`src/rtl/irqc_pkg.sv`:
```
package irqc_pkg;

    localparam int EVT_COUNT   = 8;
    localparam int WORD_W      = 32;
    localparam int SEL_W       = 2;
    localparam int DONE_POS    = 30;
    localparam logic [EVT_COUNT-1:0] LEVEL_SRC = 8'h03;

    // status bit positions
    localparam int EV_PKT_DONE   = 7;
    localparam int EV_BATCH_DONE = 6;
    localparam int EV_TX_OVER    = 5;
    localparam int EV_RX_UNDER   = 4;
    localparam int EV_NO_ACK     = 3;
    localparam int EV_ARB_LOST   = 2;
    localparam int EV_TX_REQ     = 1;
    localparam int EV_RX_REQ     = 0;

    typedef enum logic [SEL_W-1:0] {
        SEL_STATUS = 2'd0,
        SEL_MASK   = 2'd1,
        SEL_DONE   = 2'd2,
        SEL_NONE   = 2'd3
    } reg_sel_e;

    typedef struct packed {
        logic stat_clr;
        logic mask_wr;
        logic done_clr;
    } wr_req_t;

    function automatic wr_req_t decode_write(input logic we, input reg_sel_e sel,
                                             input logic done_bit);
        wr_req_t r;
        r.stat_clr = we && (sel == SEL_STATUS);
        r.mask_wr  = we && (sel == SEL_MASK);
        r.done_clr = we && (sel == SEL_DONE) && done_bit;
        return r;
    endfunction

endpackage

```
`src/rtl/irqc_status_bank.sv`:
```
module irqc_status_bank #(
    parameter int N = 8,
    parameter logic [N-1:0] LEVEL_MASK = '0
) (
    input  logic         clk,
    input  logic         rst,
    input  logic [N-1:0] evt_i,
    input  logic [N-1:0] clr_i,
    output logic [N-1:0] stat_o
);

    logic [N-1:0] stat_q;

    for (genvar i = 0; i < N; i++) begin : g_bit
        if (LEVEL_MASK[i]) begin : g_level
            always_ff @(posedge clk) begin
                if (rst) stat_q[i] <= 1'b0;
                else     stat_q[i] <= evt_i[i];
            end

            AST_LEVEL_IGNORES_CLEAR: assert property (@(posedge clk) disable iff (rst)
                clr_i[i] |=> stat_q[i] == $past(evt_i[i]));
        end else begin : g_sticky
            always_ff @(posedge clk) begin
                if (rst) stat_q[i] <= 1'b0;
                else     stat_q[i] <= (stat_q[i] & ~clr_i[i]) | evt_i[i];
            end

            AST_EVENT_WINS: assert property (@(posedge clk) disable iff (rst)
                evt_i[i] |=> stat_q[i]);
            AST_CLEAR_TAKES: assert property (@(posedge clk) disable iff (rst)
                (clr_i[i] && !evt_i[i]) |=> !stat_q[i]);
            AST_STICKY_HOLD: assert property (@(posedge clk) disable iff (rst)
                (stat_q[i] && !clr_i[i]) |=> stat_q[i]);
        end
    end

    assign stat_o = stat_q;

endmodule

```
`src/rtl/irqc_mask_reg.sv`:
```
module irqc_mask_reg #(
    parameter int W = 8
) (
    input  logic         clk,
    input  logic         rst,
    input  logic         wr_i,
    input  logic [W-1:0] d_i,
    output logic [W-1:0] q_o
);

    logic [W-1:0] q;

    always_ff @(posedge clk) begin
        if (rst)       q <= '0;
        else if (wr_i) q <= d_i;
    end

    assign q_o = q;

    AST_MASK_LOAD: assert property (@(posedge clk) disable iff (rst)
        wr_i |=> q_o == $past(d_i));
    AST_MASK_KEEP: assert property (@(posedge clk) disable iff (rst)
        !wr_i |=> $stable(q_o));

endmodule

```
`src/rtl/irqc_done_flag.sv`:
```
module irqc_done_flag (
    input  logic clk,
    input  logic rst,
    input  logic enable_i,
    input  logic irq_i,
    input  logic clr_i,
    output logic done_o
);

    logic done_q;

    always_ff @(posedge clk) begin
        if (rst)            done_q <= 1'b0;
        else if (!enable_i) done_q <= 1'b0;
        else                done_q <= (done_q & ~clr_i) | irq_i;
    end

    assign done_o = done_q;

    AST_DONE_FOLLOWS: assert property (@(posedge clk) disable iff (rst)
        (enable_i && irq_i) |=> done_o);
    AST_DONE_HELD_OFF: assert property (@(posedge clk) disable iff (rst)
        !enable_i |=> !done_o);

endmodule

```
`src/rtl/irq_collect_unit.sv`:
```
module irq_collect_unit
    import irqc_pkg::*;
#(
    parameter int N_EVT  = EVT_COUNT,
    parameter int DATA_W = WORD_W,
    parameter int DONE_B = DONE_POS,
    parameter logic [N_EVT-1:0] LEVEL_MASK = LEVEL_SRC
) (
    input  logic              clk,
    input  logic              rst,
    input  logic [N_EVT-1:0]  evt_i,
    input  logic              variant_i,
    input  logic [SEL_W-1:0]  reg_addr,
    input  logic              reg_we,
    input  logic [DATA_W-1:0] reg_wdata,
    output logic [DATA_W-1:0] reg_rdata,
    output logic              irq_o
);

    localparam int PAD_W = DATA_W - N_EVT;

    reg_sel_e         sel;
    wr_req_t          req;
    logic [N_EVT-1:0] stat;
    logic [N_EVT-1:0] mask;
    logic [N_EVT-1:0] clr_vec;
    logic             done;
    logic             irq_q;
    logic             unused_wdata_bits;

    assign sel     = reg_sel_e'(reg_addr);
    assign req     = decode_write(reg_we, sel, reg_wdata[DONE_B]);
    assign clr_vec = req.stat_clr ? reg_wdata[N_EVT-1:0] : '0;
    assign unused_wdata_bits = ^{reg_wdata[DATA_W-1:DONE_B+1], reg_wdata[DONE_B-1:N_EVT]};

    irqc_status_bank #(.N(N_EVT), .LEVEL_MASK(LEVEL_MASK)) u_status (
        .clk    (clk),
        .rst    (rst),
        .evt_i  (evt_i),
        .clr_i  (clr_vec),
        .stat_o (stat)
    );

    irqc_mask_reg #(.W(N_EVT)) u_mask (
        .clk  (clk),
        .rst  (rst),
        .wr_i (req.mask_wr),
        .d_i  (reg_wdata[N_EVT-1:0]),
        .q_o  (mask)
    );

    always_ff @(posedge clk) begin
        if (rst) irq_q <= 1'b0;
        else     irq_q <= |(stat & mask);
    end

    assign irq_o = irq_q;

    irqc_done_flag u_done (
        .clk      (clk),
        .rst      (rst),
        .enable_i (variant_i),
        .irq_i    (irq_q),
        .clr_i    (req.done_clr),
        .done_o   (done)
    );

    always_comb begin
        unique case (sel)
            SEL_STATUS: reg_rdata = {{PAD_W{1'b0}}, stat};
            SEL_MASK:   reg_rdata = {{PAD_W{1'b0}}, mask};
            SEL_DONE:   reg_rdata = DATA_W'(done) << DONE_B;
            default:    reg_rdata = '0;
        endcase
    end

    AST_IRQ_TRACKS: assert property (@(posedge clk) disable iff (rst)
        1'b1 |=> irq_o == |($past(stat & mask)));
    AST_MASK_OFF_QUIET: assert property (@(posedge clk) disable iff (rst)
        (mask == '0) |=> !irq_o);
    AST_UNMAPPED_STATUS: assert property (@(posedge clk) disable iff (rst)
        (reg_we && sel == SEL_NONE && evt_i == '0) |=> (stat & ~LEVEL_MASK) == ($past(stat) & ~LEVEL_MASK));

endmodule

```
`config.mk`:
```
export PLATFORM = sky130hd
export DESIGN_NAME = irq_collect_unit
export DESIGN_NICKNAME = d
export VERILOG_FILES = /design/src/rtl/irqc_pkg.sv /design/src/rtl/irqc_status_bank.sv /design/src/rtl/irqc_mask_reg.sv /design/src/rtl/irqc_done_flag.sv /design/src/rtl/irq_collect_unit.sv
export SDC_FILE = /design/constraint.sdc
export NUM_CORES = 1
export LEC_CHECK = 0
export BUFFER_PORTS_ARGS = -buffer_cell sky130_fd_sc_hd__buf_4
export CORE_MARGIN = 8
export CORE_UTILIZATION = 35
export DETAILED_ROUTE_END_ITERATION = 10
export GPL_TIMING_DRIVEN = 0
export PLACE_DENSITY = 0.81
export SLEW_MARGIN = 20
export SYNTH_ARGS = -nofsm -noshare
export SYNTH_HDL_FRONTEND = slang
export SYNTH_SLANG_ARGS = --single-unit
```
`constraint.sdc`:
```
create_clock -name clk -period 1 [get_ports clk]
set_input_delay 0.2 -clock clk [delete_from_list [all_inputs] [get_ports clk]]
set_output_delay 0.2 -clock clk [all_outputs]
set_load 0.01 [all_outputs]
```
==> flow_summary.toml, run 1 <==
[logic_synthesis]
number_of_flip_flops_and_latches_in_the_synthesized_netlist = 18
post_synth_xor_area_fraction = 0
synth_fa_ha_area_frac = 0
syn-cell-area_um2 = 1020
synth_simple_gate_area_share = 0.237
largest_family_of_logic_cells_by_synthesized_area = "simple AND/OR/NAND/NOR gates"
ys.warnings.count = 0
yosys-top-cells-area = "dfxtp_1, buf_4, mux2i_1"
post_synth_inst_count = 111
synth_compound_gate_area_share = 0.0431
yosys.cell_types.count = 19
multiplexer_share_of_the_synthesized_area = 0.157
synth_top_cell_area_share = 0.354
syn_avg_cell_area_um2 = 9.16
yosys.area.top_type = "dfxtp_1"
ys_seq_area_frac = 0.354

[detailed_routing]
avgViaCountPerCell = 4.10
final_antenna_net_count = 0
remaining_drc_errors = 0
num_vias = 870
drt-initial-drc-count = 19
finalWirelength_mm = 2.56
drt_first_pass_iters = 4
drt-wirelength-per-cell_um = 12.1

[setup_path]
critical_path_class = "flop to primary output"
timing.critical_path.buf_inv = 1
critical_path.top_delay_family = "flip-flops"
cp-start-kind = "flop"
max_stage_delay_ns = 0.33
required_ns = 0.80
crit_chain = "mux2i_1 -> nor2_1 -> buf_4"
path_max_fanout = 2
critical_path.endpoint_type = "primary output"
worst_path_max_delay_cell = "dfxtp_2"
worstPathArrival_ns = 0.95

[sta]
period_minus_ws_final_ns = 1.15
finalSetupTns_ns = -1.25
finalSetupViolations = 9
post_route_fraction_of_the_period_consumed_by_the_critical_path = 1.15
worst_setup_margin_ns = -0.155
timing.clock.skew_ns = 0.00571
rsz0062_at_grt = "yes"
report.final.slew_viol_count = 0
maxClockFrequency_mhz = 866
hold_viol = 0

[floorplanning]
die_h_um = 69.9
io_pins = 79
floorplan.rows = 19
floorplan.die_area_um2 = 4890
core_area_um2 = 2760
chip_width_um = 69.9
starting_utilization_of_the_core_area = 0.369

[clock_tree]
cts-buffers-inserted = 3
postCtsHoldBufs = 0
cts-root-buf = "clkbuf_4"
numClockSinks = 18
clock_latency_of_the_later_clocked_register_in_the_worst_skew_pair_ns = 0.29
htree_levels = 1
clk_pin_slew_ns = 0.10
clk_path_buf_depth = 2
tritoncts = "yes"

[finish]
fillerInstances = 283
antennaDiodeCount = 0
final_net_count = 229
area_growth_syn_to_layout_pct = 49.8
final_util = 0.553
area_of_the_multi_input_gates_um2 = 532
layout_cells_sized_above_1 = 0.536
final-seq-area_um2 = 379

[grt]
overflow_left_after_global_routing = 0
grt_pass1_wl_mm = 4.20
vias_in_the_first_global_route = 933
overall_track_demand_over_capacity_in_global_routing = 0.103
antenna_found_initial = 0
grt_max_degree = 11

[power_and_ir_drop]
leakagePower_nw = 0.819
peakVddDrop_v = 0.000514
design_power_total_mw = 1.53
power_per_cell_area_nw_per_um2 = 1010

[place]
numPortBuffers = 31
place_congestion = 0.719

[flow_run]
max_cap_violations = 0

[outcome]
result_of_the_run = "finished, violations left"
failed_checks = "negative setup slack"

[worst_hold_path]
holdCritPathClass = "primary input to flop"
## layout by cell type, fill, tap and decap left out, drive strengths merged
cell / netlist / routed
a21oi: 1 / 1
a22oi: 4 / 4
a41oi: 1 / 1
and3b: 1 / 1
buf: 26 / 71
clkbuf: 3 / 6
conb: 1 / 23
dfxtp: 18 / 18
mux2i: 16 / 16
nand3b: 1 / 1
nand4b: 1 / 1
nor2: 22 / 22
nor2b: 2 / 2
nor3: 6 / 6
nor3b: 7 / 7
or3b: 1 / 1
## power breakdown
| group | total (mW) | switching [mW] | internal, mW |
|---|---|---|---|
| clock | 0.354 | 0.214 | 0.140 |
| combinational | 0.400 | 0.171 | 0.229 |
| sequential | 0.778 | 0.0189 | 0.759 |
## logic make-up after synthesis
group,Yosys count
AND/OR/NAND/NOR,41
buffers and inverters,29
flip-flops,18
multiplexers,16
AO/OA/AOI/OAI,6
other,1
## repair_timing
action / CTS / global route
setup endpoints to repair: 9 / 11
setup buffers: 14 / 0
pin swaps: 0 / 3
resized for setup: 17 / 2
## registers in the layout, summed over array words and instances (netlist names)
name,cells
irq_o,1
u_mask.q_o,8
u_done.done_o,1
u_status.stat_o,8
## final timing paths
| check | slack [ns] | to | from | cells after the start |
|---|---|---|---|---|
| worst min register to register | 0.54 | u_done.done_o | irq_o | 2 |
| worst min-delay path | 0.12 | u_status.stat_o[0] | evt_i[0] | 2 |
| worst max register to register | 0.08 | irq_o | u_status.stat_o[2] | 3 |
| worst max-delay path | -0.15 | reg_rdata[3] | u_mask.q_o[3] | 3 |
## per-layer routing
metal,track usage,share of wire
met4,0.0335,0.0047
met5,0,0
met2,0.176,0.48
met1,0.108,0.41
met3,0.0494,0.11
## layout make-up
cell class / count / share of cell area
multi-input combinational: 86 / 0.349
sequential: 18 / 0.249
timing repair buffer: 45 / 0.224
buffer: 29 / 0.138
tap: 31 / 0.0255
clock buffer: 3 / 0.0148
## synthesized netlist by cell type, drive strengths merged
| cell | number |
|---|---|
| buf | 26 |
| nor2 | 22 |
| dfxtp | 18 |
| mux2i | 16 |
| nor3b | 7 |
| nor3 | 6 |
| a22oi | 4 |
| clkbuf | 3 |
| nor2b | 2 |
| a21oi | 1 |
| a41oi | 1 |
| and3b | 1 |
| conb | 1 |
| nand3b | 1 |
| nand4b | 1 |
| or3b | 1 |
## metrics by stage
step	cells	setup slack, ns	hold slack (ns)	cell area, um^2
6_report	212	-0.155	0.116	1520
5_1_grt	212	-0.206	0.116	1520
4_1_cts	212	-0.154	0.113	1520
3_5_place_dp	195	-0.228	0.419	1370
3_3_place_gp	195	-0.212	0.412	1370
2_1_floorplan	133	-0.0329	0.328	1100
Note: power is estimated with default switching activity, not from simulation.
==> run 2, diff against run 1 <==
- CELL_PAD_IN_SITES_DETAIL_PLACEMENT: default -> 2
- CELL_PAD_IN_SITES_GLOBAL_PLACEMENT: default -> 2
- CORE_UTILIZATION: 35 -> 18
- GPL_TIMING_DRIVEN: 0 -> default
==> flow_summary.toml, run 2 (synthesis gave the netlist of run 1 again) <==
[floorplanning]
floorplan.rows = 27
core_area_um2 = 5470
chip_width_um = 91.2
starting_utilization_of_the_core_area = 0.186
floorplan.die_area_um2 = 8310
die_h_um = 91.2
io_pins = 79

[place]
dpl.hpwl_mm = 2.45
place_congestion = 0.686
placed_cells = 214
numPortBuffers = 32

[clock_tree]
htree_levels = 1
clk_path_buf_depth = 2
postCtsHoldBufs = 0
numClockSinks = 18
clock_latency_of_the_later_clocked_register_in_the_worst_skew_pair_ns = 0.26
cts-buffers-inserted = 3
clk_pin_slew_ns = 0.07
cts-root-buf = "clkbuf_8"
tritoncts = "yes"

[grt]
overall_track_demand_over_capacity_in_global_routing = 0.0793
grt_pass1_wl_mm = 5.35
overflow_left_after_global_routing = 0
vias_in_the_first_global_route = 1061
grt_max_degree = 19
antenna_found_initial = 0

[detailed_routing]
finalWirelength_mm = 3.57
drt-wirelength-per-cell_um = 15.3
final_antenna_net_count = 0
drt_first_pass_iters = 3
drt-initial-drc-count = 27
remaining_drc_errors = 0
num_vias = 892
avgViaCountPerCell = 3.83

[power_and_ir_drop]
peakVddDrop_v = 0.000376
leakagePower_nw = 0.743
power_per_cell_area_nw_per_um2 = 1160

[sta]
maxClockFrequency_mhz = 859
post_route_fraction_of_the_period_consumed_by_the_critical_path = 1.16
timing.clock.skew_ns = 0.00214
rsz0062_at_grt = "yes"
report.final.slew_viol_count = 0
period_minus_ws_final_ns = 1.16
hold_viol = 0
finalSetupViolations = 9
worst_setup_margin_ns = -0.165
finalSetupTns_ns = -1.11

[finish]
final_net_count = 208
final_util = 0.278
layout_commonest_cell = "buf_4"
mostFrequentLayoutCells = "buf_4, conb_1, nor2_1"
stdcell_count = 233
area_growth_syn_to_layout_pct = 49.7
layout_cells_sized_above_1 = 0.516
antennaDiodeCount = 0

[setup_path]
worstPathArrival_ns = 0.96
path_max_fanout = 2
cp-start-kind = "flop"
critical_path.reg2reg.endpoint = "irq_o"
required_ns = 0.80
r2r_setup_slack_ns = 0.02
critical_path.endpoint_type = "primary output"
critical_path_class = "flop to primary output"
reg2reg_depth = 3
worst_r2r_startpoint = "u_status.stat_o[3]"

[flow_run]
max_cap_violations = 0

[outcome]
failed_checks = "negative setup slack"
result_of_the_run = "finished, violations left"

[worst_hold_path]
holdCritPathClass = "primary input to flop"
holdPathStages = 2
worst_hold_startpoint = "evt_i[0]"
whs_endpoint = "u_status.stat_o[0]"
-- run 2: layout make-up --
class                           count  area, um^2
Tap cell                           72        90.1
Multi-Input combinational cell     86         552
Clock buffer                        4        55.1
Fill cell                         632        3950
Timing Repair Buffer               53         445
Sequential cell                    18         380
-- run 2: routing by layer --
metal | vias to the layer above | wire length [um] | GRT usage
met4 | 0 | 65 | 0.0409
met1 | 424 | 1400 | 0.0808
met5 | - | 0 | 0
met2 | 35 | 1830 | 0.139
met3 | 4 | 268 | 0.0296
li1 | 429 | - | -
-- run 2: report_power, final --
part	total (mW)	leakage, nW	switching, mW	internal, mW
Sequential	0.780	0.154	0.0201	0.760
Combinational	0.382	0.561	0.185	0.197
Clock	0.605	0.0288	0.254	0.350
-- run 2: metrics by stage --
step           power (mW)  setup WS [ns]  hold WS [ns]  instance area [um^2]
3_3_place_gp         1.08         -0.251         0.415                  1270
6_report             1.77         -0.165         0.149                  1520
3_5_place_dp         1.09         -0.259         0.417                  1270
4_1_cts              1.75         -0.159         0.147                  1450
5_1_grt              1.86         -0.211         0.157                  1520
2_1_floorplan        1.02        -0.0329         0.328                  1100
-- run 2: how the worst max path moves through the flow --
stage / cells past startpoint / start / endpoint
6_report: 3 / u_mask.q_o[6] / reg_rdata[6]
5_1_grt: 3 / u_mask.q_o[6] / reg_rdata[6]
4_1_cts: 3 / u_mask.q_o[4] / reg_rdata[4]
3_5_place_dp: 4 / reg_addr[0] / u_status.stat_o[2]
3_3_place_gp: 4 / reg_addr[0] / u_status.stat_o[2]
2_1_floorplan: 4 / reg_addr[0] / u_status.stat_o[7]
-- run 2: worst max-delay path: stages (launching register included) --
cell and delay, ns:
dfxtp_2 0.32, mux2i_1 0.17, nor2_1 0.07, buf_4 0.14
-- run 2: timing repair --
item                       in CTS  in global routing
gates cloned                    0                  1
gates resized for setup        16                 12
setup endpoints to repair       9                 22
setup buffers                  14                  2
hold endpoints to repair        0                  0
pin swaps                       3                  8
